===== src/rtl/spi_fce_pkg.sv =====
package spi_fce_pkg;
  localparam logic [2:0] A_CMD_LO = 3'd0;
  localparam logic [2:0] A_CMD_HI = 3'd1;
  localparam logic [2:0] A_DIR    = 3'd2;
  localparam logic [2:0] A_RDCNT  = 3'd3;
  localparam logic [2:0] A_BASE   = 3'd4;
  localparam logic [2:0] A_CTRL   = 3'd5;
  localparam logic [2:0] A_DONE   = 3'd6;
  localparam logic [2:0] MAX_CMD  = 3'd5;

  typedef enum logic [2:0] {
    S_IDLE, S_CMD, S_WFETCH, S_WWAIT, S_WSHIFT, S_RSHIFT, S_RSTORE, S_GUARD
  } seq_state_e;
endpackage


===== src/rtl/spi_fce_regs.sv =====
module spi_fce_regs
  import spi_fce_pkg::*;
#(
  parameter int MEM_AW = 16,
  parameter int RD_W   = 16,
  parameter int WR_W   = 20
) (
  input  logic              clk,
  input  logic              rst_n,
  input  logic              we,
  input  logic [2:0]        addr,
  input  logic [31:0]       wdata,
  input  logic              done,
  output logic [31:0]       rdata,
  output logic [39:0]       cmd_bytes,
  output logic [4:0]        dir_mask,
  output logic [RD_W-1:0]   rd_cnt,
  output logic [MEM_AW-1:0] base,
  output logic              start,
  output logic [2:0]        start_len,
  output logic [WR_W-1:0]   start_wlen
);
  logic [31:0]       lo_q;
  logic [7:0]        hi_q;
  logic [4:0]        dir_q;
  logic [RD_W-1:0]   rd_q;
  logic [MEM_AW-1:0] base_q;
  logic en_lo, en_hi, en_dir, en_rd, en_base;

  always_comb begin
    en_lo   = we && (addr == A_CMD_LO);
    en_hi   = we && (addr == A_CMD_HI);
    en_dir  = we && (addr == A_DIR);
    en_rd   = we && (addr == A_RDCNT);
    en_base = we && (addr == A_BASE);
  end

  always_ff @(posedge clk or negedge rst_n) begin
    if (!rst_n) begin
      lo_q   <= '0;
      hi_q   <= '0;
      dir_q  <= '0;
      rd_q   <= '0;
      base_q <= '0;
    end else begin
      if (en_lo)   lo_q   <= wdata;
      if (en_hi)   hi_q   <= wdata[7:0];
      if (en_dir)  dir_q  <= wdata[4:0];
      if (en_rd)   rd_q   <= wdata[RD_W-1:0];
      if (en_base) base_q <= wdata[MEM_AW-1:0];
    end
  end

  always_comb begin
    start      = we && (addr == A_CTRL) && wdata[7];
    start_len  = wdata[2:0];
    start_wlen = wdata[8 +: WR_W];
    cmd_bytes  = {hi_q, lo_q};
    dir_mask   = dir_q;
    rd_cnt     = rd_q;
    base       = base_q;
    case (addr)
      A_CMD_LO: rdata = lo_q;
      A_CMD_HI: rdata = {24'd0, hi_q};
      A_DIR:    rdata = {27'd0, dir_q};
      A_RDCNT:  rdata = 32'(rd_q);
      A_BASE:   rdata = 32'(base_q);
      A_DONE:   rdata = {31'd0, done};
      default:  rdata = 32'd0;
    endcase
  end
endmodule


===== src/rtl/spi_fce_shifter.sv =====
module spi_fce_shifter #(
  parameter int HALF_CYC = 2
) (
  input  logic       clk,
  input  logic       rst_n,
  input  logic       go,
  input  logic [7:0] tx,
  input  logic       miso,
  output logic       sck,
  output logic       mosi,
  output logic       busy,
  output logic       done,
  output logic [7:0] rx
);
  localparam int CW = (HALF_CYC > 1) ? $clog2(HALF_CYC) : 1;

  logic          busy_q, busy_n, hi_q, hi_n, done_q, done_n;
  logic [2:0]    bit_q, bit_n;
  logic [CW-1:0] cnt_q, cnt_n;
  logic [7:0]    sr_q, sr_n, rx_q, rx_n;
  logic          tick;

  always_comb begin
    busy_n = busy_q; hi_n = hi_q; bit_n = bit_q; cnt_n = cnt_q;
    sr_n = sr_q; rx_n = rx_q; done_n = 1'b0;
    tick = busy_q && (cnt_q == CW'(HALF_CYC - 1));
    if (!busy_q) begin
      if (go) begin
        busy_n = 1'b1; hi_n = 1'b0; bit_n = 3'd0; cnt_n = '0; sr_n = tx;
      end
    end else if (tick) begin
      cnt_n = '0;
      if (!hi_q) begin
        hi_n = 1'b1;
        rx_n = {rx_q[6:0], miso};
      end else begin
        hi_n = 1'b0;
        if (bit_q == 3'd7) begin
          busy_n = 1'b0;
          done_n = 1'b1;
        end else begin
          bit_n = bit_q + 3'd1;
          sr_n  = {sr_q[6:0], 1'b0};
        end
      end
    end else begin
      cnt_n = cnt_q + CW'(1);
    end
  end

  always_ff @(posedge clk or negedge rst_n) begin
    if (!rst_n) begin
      busy_q <= 1'b0; hi_q <= 1'b0; done_q <= 1'b0;
      bit_q <= '0; cnt_q <= '0; sr_q <= '0; rx_q <= '0;
    end else begin
      busy_q <= busy_n; hi_q <= hi_n; done_q <= done_n;
      bit_q <= bit_n; cnt_q <= cnt_n; sr_q <= sr_n; rx_q <= rx_n;
    end
  end

  assign sck  = hi_q;
  assign mosi = busy_q & sr_q[7];
  assign busy = busy_q;
  assign done = done_q;
  assign rx   = rx_q;

  p_mosi_stable_r6: assert property (@(posedge clk) disable iff (!rst_n)
    hi_q |-> $stable(mosi));
endmodule


===== src/rtl/spi_fce_seq.sv =====
module spi_fce_seq
  import spi_fce_pkg::*;
#(
  parameter int MEM_AW    = 16,
  parameter int RD_W      = 16,
  parameter int WR_W      = 20,
  parameter int HALF_CYC  = 2,
  parameter int GUARD_SCK = 2
) (
  input  logic              clk,
  input  logic              rst_n,
  input  logic              start,
  input  logic [2:0]        start_len,
  input  logic [WR_W-1:0]   start_wlen,
  input  logic [39:0]       cmd_bytes,
  input  logic [4:0]        dir_mask,
  input  logic [RD_W-1:0]   rd_cnt,
  input  logic [MEM_AW-1:0] base,
  input  logic              sh_busy,
  input  logic              sh_done,
  input  logic [7:0]        sh_rx,
  input  logic [7:0]        mem_rdata,
  output logic              sh_go,
  output logic [7:0]        sh_tx,
  output logic              cs_n,
  output logic              done,
  output logic              mem_req,
  output logic              mem_we,
  output logic [MEM_AW-1:0] mem_addr,
  output logic [7:0]        mem_wdata
);
  localparam int GUARD_CYC = 2 * GUARD_SCK * HALF_CYC;
  localparam int GW        = $clog2(GUARD_CYC + 1);

  seq_state_e        st_q, st_n;
  logic [2:0]        idx_q, idx_n, len_q, len_n;
  logic [WR_W-1:0]   wrem_q, wrem_n;
  logic [RD_W-1:0]   rrem_q, rrem_n;
  logic [MEM_AW-1:0] base_q, base_n, ptr_q, ptr_n;
  logic [GW-1:0]     gcnt_q, gcnt_n;
  logic              done_q, done_n, cs_n_q, cs_n_n;

  function automatic seq_state_e pick(input logic [WR_W-1:0] w, input logic [RD_W-1:0] r);
    if (w != '0)      return S_WFETCH;
    else if (r != '0) return S_RSHIFT;
    else              return S_GUARD;
  endfunction

  always_comb begin
    st_n = st_q; idx_n = idx_q; len_n = len_q; wrem_n = wrem_q; rrem_n = rrem_q;
    base_n = base_q; ptr_n = ptr_q; gcnt_n = '0; done_n = done_q;
    case (st_q)
      S_IDLE: if (start) begin
        len_n  = (start_len > MAX_CMD) ? MAX_CMD : start_len;
        wrem_n = start_wlen; rrem_n = rd_cnt;
        base_n = base; ptr_n = base; idx_n = 3'd0; done_n = 1'b0;
        st_n   = (len_n != 3'd0) ? S_CMD : pick(start_wlen, rd_cnt);
      end
      S_CMD: if (sh_done) begin
        if (idx_q == len_q - 3'd1) st_n = pick(wrem_q, rrem_q);
        else idx_n = idx_q + 3'd1;
      end
      S_WFETCH: st_n = S_WWAIT;
      S_WWAIT:  st_n = S_WSHIFT;
      S_WSHIFT: if (sh_done) begin
        wrem_n = wrem_q - WR_W'(1);
        ptr_n  = ptr_q + MEM_AW'(1);
        if (wrem_q == WR_W'(1)) begin
          if (rrem_q != '0) begin st_n = S_RSHIFT; ptr_n = base_q; end
          else st_n = S_GUARD;
        end else st_n = S_WFETCH;
      end
      S_RSHIFT: if (sh_done) st_n = S_RSTORE;
      S_RSTORE: begin
        rrem_n = rrem_q - RD_W'(1);
        ptr_n  = ptr_q + MEM_AW'(1);
        st_n   = (rrem_q == RD_W'(1)) ? S_GUARD : S_RSHIFT;
      end
      S_GUARD: begin
        gcnt_n = gcnt_q + GW'(1);
        if (gcnt_q == GW'(GUARD_CYC - 1)) begin
          done_n = 1'b1; st_n = S_IDLE; gcnt_n = '0;
        end
      end
      default: st_n = S_IDLE;
    endcase
    cs_n_n = (st_n == S_IDLE) || (st_n == S_GUARD);
  end

  always_ff @(posedge clk or negedge rst_n) begin
    if (!rst_n) begin
      st_q <= S_IDLE; idx_q <= '0; len_q <= '0; wrem_q <= '0; rrem_q <= '0;
      base_q <= '0; ptr_q <= '0; gcnt_q <= '0; done_q <= 1'b0; cs_n_q <= 1'b1;
    end else begin
      st_q <= st_n; idx_q <= idx_n; len_q <= len_n; wrem_q <= wrem_n; rrem_q <= rrem_n;
      base_q <= base_n; ptr_q <= ptr_n; gcnt_q <= gcnt_n; done_q <= done_n; cs_n_q <= cs_n_n;
    end
  end

  always_comb begin
    sh_go = (((st_q == S_CMD) || (st_q == S_RSHIFT)) && !sh_busy && !sh_done)
            || (st_q == S_WWAIT);
    case (st_q)
      S_CMD:   sh_tx = dir_mask[idx_q] ? cmd_bytes[idx_q*8 +: 8] : 8'h00;
      S_WWAIT: sh_tx = mem_rdata;
      default: sh_tx = 8'h00;
    endcase
    mem_req   = (st_q == S_WFETCH) || (st_q == S_RSTORE);
    mem_we    = (st_q == S_RSTORE);
    mem_addr  = ptr_q;
    mem_wdata = sh_rx;
    cs_n      = cs_n_q;
    done      = done_q;
  end

  // Checker state: consecutive cycles with chip select high (saturating).
  logic [GW-1:0] hi_cnt_q;
  always_ff @(posedge clk or negedge rst_n) begin
    if (!rst_n)                            hi_cnt_q <= '0;
    else if (!cs_n_q)                      hi_cnt_q <= '0;
    else if (hi_cnt_q != GW'(GUARD_CYC))   hi_cnt_q <= hi_cnt_q + GW'(1);
  end

  p_guard_before_done_r7: assert property (@(posedge clk) disable iff (!rst_n)
    $rose(done_q) |-> (hi_cnt_q >= GW'(GUARD_CYC)));
  p_mem_quiet_r12: assert property (@(posedge clk) disable iff (!rst_n)
    cs_n_q |-> !mem_req);
  p_start_clears_r8: assert property (@(posedge clk) disable iff (!rst_n)
    (start && (st_q == S_IDLE)) |=> !done_q);
  p_busy_start_ignored_r9: assert property (@(posedge clk) disable iff (!rst_n)
    (start && (st_q != S_IDLE) && (st_q != S_GUARD)) |=> !cs_n_q);
endmodule


===== src/rtl/spi_fce.sv =====
module spi_fce
  import spi_fce_pkg::*;
#(
  parameter int MEM_AW    = 16,
  parameter int RD_W      = 16,
  parameter int WR_W      = 20,
  parameter int HALF_CYC  = 2,
  parameter int GUARD_SCK = 2
) (
  input  logic              clk,
  input  logic              rst_n,
  input  logic              reg_we,
  input  logic [2:0]        reg_addr,
  input  logic [31:0]       reg_wdata,
  output logic [31:0]       reg_rdata,
  output logic              mem_req,
  output logic              mem_we,
  output logic [MEM_AW-1:0] mem_addr,
  output logic [7:0]        mem_wdata,
  input  logic [7:0]        mem_rdata,
  output logic              spi_sck,
  output logic              spi_cs_n,
  output logic              spi_mosi,
  input  logic              spi_miso
);
  logic [1:0] rs_q;
  logic       rst_i;
  always_ff @(posedge clk or negedge rst_n) begin
    if (!rst_n) rs_q <= 2'b00;
    else        rs_q <= {rs_q[0], 1'b1};
  end
  assign rst_i = rs_q[1];

  logic [39:0]       cmd_bytes;
  logic [4:0]        dir_mask;
  logic [RD_W-1:0]   rd_cnt;
  logic [MEM_AW-1:0] base;
  logic              start, done, sh_go, sh_busy, sh_done;
  logic [2:0]        start_len;
  logic [WR_W-1:0]   start_wlen;
  logic [7:0]        sh_tx, sh_rx;

  spi_fce_regs #(.MEM_AW(MEM_AW), .RD_W(RD_W), .WR_W(WR_W)) regs_i (
    .clk(clk), .rst_n(rst_i), .we(reg_we), .addr(reg_addr), .wdata(reg_wdata),
    .done(done), .rdata(reg_rdata), .cmd_bytes(cmd_bytes), .dir_mask(dir_mask),
    .rd_cnt(rd_cnt), .base(base), .start(start), .start_len(start_len),
    .start_wlen(start_wlen));

  spi_fce_seq #(.MEM_AW(MEM_AW), .RD_W(RD_W), .WR_W(WR_W), .HALF_CYC(HALF_CYC),
                .GUARD_SCK(GUARD_SCK)) seq_i (
    .clk(clk), .rst_n(rst_i), .start(start), .start_len(start_len),
    .start_wlen(start_wlen), .cmd_bytes(cmd_bytes), .dir_mask(dir_mask),
    .rd_cnt(rd_cnt), .base(base), .sh_busy(sh_busy), .sh_done(sh_done),
    .sh_rx(sh_rx), .mem_rdata(mem_rdata), .sh_go(sh_go), .sh_tx(sh_tx),
    .cs_n(spi_cs_n), .done(done), .mem_req(mem_req), .mem_we(mem_we),
    .mem_addr(mem_addr), .mem_wdata(mem_wdata));

  spi_fce_shifter #(.HALF_CYC(HALF_CYC)) sh_i (
    .clk(clk), .rst_n(rst_i), .go(sh_go), .tx(sh_tx), .miso(spi_miso),
    .sck(spi_sck), .mosi(spi_mosi), .busy(sh_busy), .done(sh_done), .rx(sh_rx));

  p_sck_idle_r6: assert property (@(posedge clk) disable iff (!rst_i)
    spi_cs_n |-> !spi_sck);
  p_reset_quiet_r11: assert property (@(posedge clk) disable iff (!rst_i)
    $rose(rst_i) |-> (spi_cs_n && !mem_req));
endmodule


===== config.mk =====
export PLATFORM = sky130hd
export DESIGN_NAME = spi_fce
export DESIGN_NICKNAME = d
export VERILOG_FILES = /design/src/rtl/spi_fce_pkg.sv /design/src/rtl/spi_fce_regs.sv /design/src/rtl/spi_fce_shifter.sv /design/src/rtl/spi_fce_seq.sv /design/src/rtl/spi_fce.sv
export SDC_FILE = /design/constraint.sdc
export NUM_CORES = 1
export LEC_CHECK = 0
export ABC_CLOCK_PERIOD_IN_PS = 6600
export BUFFER_PORTS_ARGS = -buffer_cell sky130_fd_sc_hd__buf_2
export CAP_MARGIN = 15
export CELL_PAD_IN_SITES_DETAIL_PLACEMENT = 2
export CELL_PAD_IN_SITES_GLOBAL_PLACEMENT = 2
export CORE_AREA = 2 2 164 166
export CTS_BUF_LIST = sky130_fd_sc_hd__clkbuf_2
export CTS_CLUSTER_DIAMETER = 80
export DETAILED_ROUTE_END_ITERATION = 6
export DIE_AREA = 0 0 166 168
export PLACE_DENSITY_LB_ADDON = 0.05
export SKIP_LAST_GASP = 1
export SYNTH_ARGS = -nofsm -noshare
export SYNTH_HDL_FRONTEND = slang
export SYNTH_HIERARCHICAL = 1
export SYNTH_SLANG_ARGS = --single-unit

===== constraint.sdc =====
create_clock -name clk -period 6.6 [get_ports clk]
set_input_delay 0.66 -clock clk [delete_from_list [all_inputs] [get_ports clk]]
set_output_delay 0.66 -clock clk [all_outputs]
set_load 0.05 [all_outputs]

# Word level (Yosys, flattened, before mapping)
# Cells that the tools add are included.
[totals] ff_bits=185 latch_bits=0 mem_bits_rw=0 romBits=0 inputBits=47 out_inout_bits=61 word_cells=166 memories=0
[classes] n_addsub=8 multipliers=0 n_div=0 magnitude_cmp=2 n_eq_ne=27 shifts=1 n_mux=64 bitwise_logic=2 reduce_logical=39
[op_table] cell="32-bit one-hot mux with 6 select lines" count=1
[op_table] cell="16-bit 2-to-1 mux" count=5
[op_table] cell="3-bit 2-to-1 mux" count=19
[op_table] cell="8-bit 2-to-1 mux" count=6
[op_table] cell="16-bit one-hot mux with 3 select lines" count=1
[op_table] cell="20-bit 2-to-1 mux" count=2
[op_table] cell="20-bit one-hot mux with 2 select lines" count=1
[op_table] cell="20-bit nonzero test" count=2
[op_table] cell="40-bit by 7-bit variable part select with 8-bit output" count=1
[op_table] cell="16-bit one-hot mux with 2 select lines" count=1
[op_table] cell="16-bit nonzero test" count=2
[op_table] cell="3-bit == test (second input constant)" count=9
[op_table] cell="3-bit one-hot mux with 8 select lines" count=1
[op_table] cell="20-bit by 1-bit == test with 1-bit output (second input constant)" count=1
[op_table] cell="20-bit by 1-bit subtractor with 20-bit output (second input constant)" count=1
[op_table] cell="1-bit 2-to-1 mux" count=18
[op_table] cell="16-bit by 1-bit adder with 16-bit output (second input constant)" count=1
[op_table] cell="16-bit by 1-bit == test with 1-bit output (second input constant)" count=1
[op_table] cell="8-bit one-hot mux with 2 select lines" count=1
[op_table] cell="16-bit by 1-bit subtractor with 16-bit output (second input constant)" count=1
[op_table] cell="2-bit inequality test (second input constant)" count=7
[op_table] cell="3-bit by 2-bit == test with 1-bit output (second input constant)" count=4
[op_table] cell="3-bit AND reduction" count=4
[op_table] cell="1-bit logical AND" count=10
[op_table] cell="other kinds (24)" count=43

# Longest topological paths before layout
[depth] word_depth=8 mapped_depth=12 ltp_nobuf=9

# Cells and area by module
# Netlist, hierarchy kept.
[modules_own_cells] mod="spi_fce_seq" n_inst=1 cells_each=622 area_per_inst_um2=5405.2 seq_area_each_um2=2078.2
[modules_own_cells] mod="spi_fce_regs" n_inst=1 cells_each=288 area_per_inst_um2=3754.9 seq_area_each_um2=1926.8
[modules_own_cells] mod="spi_fce_shifter" n_inst=1 cells_each=72 area_per_inst_um2=1041.0 seq_area_each_um2=575.6
[modules_own_cells] mod="spi_fce" n_inst=1 cells_each=3 area_per_inst_um2=53.8 seq_area_each_um2=50.0

# Worst setup path after synthesis
# OpenSTA, ideal clock, no wires.
[synth_path] kind="in2out" from="input port reg_addr[0]" to="output port reg_rdata[10]" arrival_ns=2.529 required_time_ns=5.940 setup_slack_ns=3.411 path_stages=5 n_path_buf=2 path_cell_list="buf_2 buf_2 nor2_1 a22oi_1 o21ai_0"
[synth_via] elab_chain_len=2 elab_cells_between_ends=7 cone_classes="eq/ne: 5; mux: 1; reduce/logical: 1"
[synth_lines] element="start: declaration" line_no="spi_fce.sv:13" text="input logic [2:0] reg_addr,"
[synth_lines] element="3-bit == test (tied with other cells)" line_no="spi_fce_regs.sv:62" text="case (addr)"
[synth_lines] element="32-bit one-hot mux with 6 select lines *" line_no="spi_fce_regs.sv:62"
[synth_lines] element="end: declaration" line_no="spi_fce.sv:15" text="output logic [31:0] reg_rdata,"
# Mark *: on every way between the ends. The rest lies on a longest branch, timed or not.

# Final worst setup path
[layout_path] from="register seq_i.st_q[1]" to="output port mem_we"
[layout_via] elab_chain_len=1
[layout_lines] element="start: declaration" line_no="spi_fce_seq.sv:35" text="seq_state_e st_q, st_n;"
[layout_lines] element="start signal: assignment" line_no="spi_fce_seq.sv:95" text="st_q <= st_n; idx_q <= idx_n; len_q <= len_n; wrem_q <= wrem_n; rrem_q <= rrem_n;"
[layout_lines] element="3-bit == test" line_no="spi_fce_seq.sv:109" text="mem_we = (st_q == S_RSTORE);"
[layout_lines] element="end: declaration" line_no="spi_fce.sv:17" text="output logic mem_we,"
# No other way between the ends.

==> run metrics <==
number of synthesized flops with an enable pin 0; fin crit period 3.695 ns; vias in the first global route 8658; count of input and output buffers 107; endpoints failing hold 0; total negative setup slack 0 ns; RSZ-0062 raised after global routing false; asr flop ratio synth 1.000; CORE AREA 26350 µm²; library cells used by synthesis just over 80; DP Worst Slack 2.975 ns; Hold-fix buffers, CTS 6; TritonCTS Buffers 17; crit-path max FO 16; CP Capture Type output pin; Site Rows 60; DR WL/cell 23.62 µm; Final ANT Viol Nets 0; dpl cells roughly 1400; Max VDD drop 0.0002211 V; Placer Congestion 0.7863; die width approximately 170 µm; Non-Filler Instances ~1400; all-layer global routing usage 0.2422; clk sinks 185; Tcrit/Tclk final 0.5598; Design Area, Final 11070 µm²; CTS Root Cell clkbuf_2; max-slew violation total from the final report 0; Crit Reg-Reg Endpoint seq_i/cs_n$_DFF_PN1_; Max-slew headroom 0.3249; DR iter-0 viols 408; post-detailed-route via-to-cell ratio 5.688; I/O Pins 108; Synth Register Bits 185; Clk Latency, worst-skew pair 0.79 ns; Reg2Reg Depth 9; Clock Path Buffers 2; MaxCap Viol Count 0; GRT Residual Overflow 0; layout cells sized above 1 0.2460; CTS tree yes; register area share after synthesis 0.4516; CTS H-tree lvls 4; Slew @ Worst Pin around 1 ns; initial antenna violation count 1; leak pwr 4.880 nW; power per cell area 397.1 nW/µm²; Vias 7935; Min-Delay Path Class in -> reg; Syn Nets 1043; DR DRC count 0; Post-CTS Resized 0; initial core utilization 0.3892; Final WS setup 2.905 ns; hold depth 2; Post-Synthesis Cell Area 10250 µm²; final setup fails 0; Die H 168 µm; R2R Path Start seq_i/st_q[1]$_DFF_PN0_; status finished clean; minimum hold slack 0.1173 ns; Post-CTS Setup Bufs 0; worst hold endpoint sh_i/rx[0]$_DFFE_PN0P_; pin count of the biggest net entering global routing 142; first-pass GRT wire length 52400 µm; Worst setup SP type register; Arr. time, crit path around 3.0 ns; Reg clk slew, reported paths 0.28 ns; WS Path Type reg -> out; Worst EP required just under 6 ns; Worst Skew 0.05465 ns; drt pass-1 iters 4; Max Fclk ~270 MHz; Post-Syn Area per Cell 10.41 µm²; Total Wirelength 32940 µm; DIE AREA 27890 µm²; Yosys warning count 6; Placement Cell Area between 10000 and 15000 µm²; Area Overhead vs Synth 7.943%; Post-DP HPWL 23580 µm; final net count 1099; hold_sp spi_miso; worst reg2reg setup slack 3.51 ns; Gate Count Post-Synth 985; Top FF cell, synth dfrtp_1
## through the flow
stage                       util  total power (W)
after CTS                 0.4200         0.004445
after global placement    0.4095         0.003789
final                     0.4201         0.004396
after detailed placement  0.4095         0.003855
after floorplan                -         0.003319
after global routing      0.4201         0.004731
## sequential cells by signal, indices dropped and copies added (netlist names), 2 cells and up
register / cells
sh_i/sr_q: 8
seq_i/base_q: 16
seq_i/len_q: 3
sh_i/rx: 8
seq_i/gcnt_q: 4
regs_i/lo_q: 32
seq_i/idx_q: 3
seq_i/st_q: 3
sh_i/bit_q: 3
rs_q: 2
regs_i/base: 16
regs_i/dir_mask: 5
seq_i/mem_addr: 16
seq_i/wrem_q: 20
seq_i/rrem_q: 16
regs_i/rd_cnt: 16
regs_i/hi_q: 8
## synth_stat cells, types with 5 or more instances
library cell,count,area share
buf_1,7,0.0026
or3_1,6,0.0037
o21ai_0,54,0.026
a21oi_1,34,0.017
nand3_1,27,0.013
nor3_1,25,0.012
and2_1,19,0.012
mux2i_1,30,0.029
nand4_1,11,0.0067
nor4_1,15,0.0092
buf_2,6,0.0029
o22ai_1,7,0.0043
and3_1,8,0.0049
nand2_1,107,0.039
o211ai_1,10,0.0073
mux4_2,10,0.022
mux2_1,30,0.033
mux2_2,66,0.072
mux2_4,7,0.010
xnor2_1,11,0.0094
buf_4,34,0.025
a22oi_1,31,0.023
or2_2,5,0.0031
or4_1,5,0.0037
clkbuf_1,28,0.010
dfrtp_1,184,0.45
inv_1,23,0.0084
ha_1,11,0.013
buf_6,7,0.0077
o21a_1,5,0.0037
nor2_1,51,0.019
o2bb2ai_1,9,0.0077
o21ai_1,10,0.0049
xor2_1,8,0.0068
nand2b_1,6,0.0037
## per-layer routing
metal,global-route usage,vias to the layer above,wire length [µm]
met2,0.3998,121,15950
li1,-,3654,-
met1,0.3398,4133,15540
met4,0.06238,0,667
met3,0.02962,27,786
met5,0,-,0
## worst max-delay path: stages, from the launching register on
cell and delay [ns]:
dfrtp_1 0.75, inv_1 0.24, nor2_1 0.20, nand2_1 0.25
inv_1 0.47, buf_2 0.35
## logic make-up (layout without fill, tap and decap cells)
kind of cell,count (synthesis),after routing,share of synthesized area
XOR/XNOR,20,20,0.01842
other,1,2,0.0003657
adder cells (fa/ha/maj),11,11,0.01342
buffers and inverters,106,174,0.05710
multiplexers,143,143,0.1669
flip-flops,185,185,0.4516
AND/OR/NAND/NOR,327,327,0.1718
AO/OA/AOI/OAI,192,192,0.1204
## layout by cell type (no fill, tap or decap), types with 17 or more instances in the layout
master    count
dfrtp_1     183
nor3_1       25
a22oi_1      31
nor2_1       50
o21ai_0      54
mux2_2       66
mux2i_1      30
nand3_1      27
buf_2       107
a21oi_1      34
inv_1        23
and2_1       19
clkbuf_2     17
nand2_1     107
mux2_1       30
## report_power, final
part           internal, W  total, W  switching, W
registers          0.00152   0.00204      0.000525
logic             0.000707   0.00178       0.00107
clock network     0.000115  0.000571      0.000456
total              0.00234   0.00440       0.00205
## worst max path at each step
stage                            start                           end  slack [ns]
2_1_floorplan        rs_q[1]$_DFF_PN0_    regs_i/base[0]$_DFFE_PN0P_        1.06
6_report       seq_i/st_q[1]$_DFF_PN0_                        mem_we        2.91
5_1_grt        seq_i/st_q[1]$_DFF_PN0_                        mem_we        2.58
3_3_place_gp               reg_addr[0]  seq_i/wrem_q[17]$_DFFE_PN0P_        3.11
3_5_place_dp               reg_addr[0]  seq_i/wrem_q[14]$_DFFE_PN0P_        2.98
4_1_cts        seq_i/st_q[1]$_DFF_PN0_                        mem_we        2.80
## final cells by class
type | instances | area, µm²
Multi-Input combinational cell | 694 | 5046
Fill cell | 2838 | 15280
Inverter | 24 | 90.09
Tap cell | 341 | 426.7
Timing Repair Buffer | 119 | 653.1
Clock buffer | 17 | 85.08
Clock inverter | 14 | 131.4
Sequential cell | 185 | 4634
Antenna cell | 1 | 2.502
No activity file was read; power rests on OpenSTA's default activity.
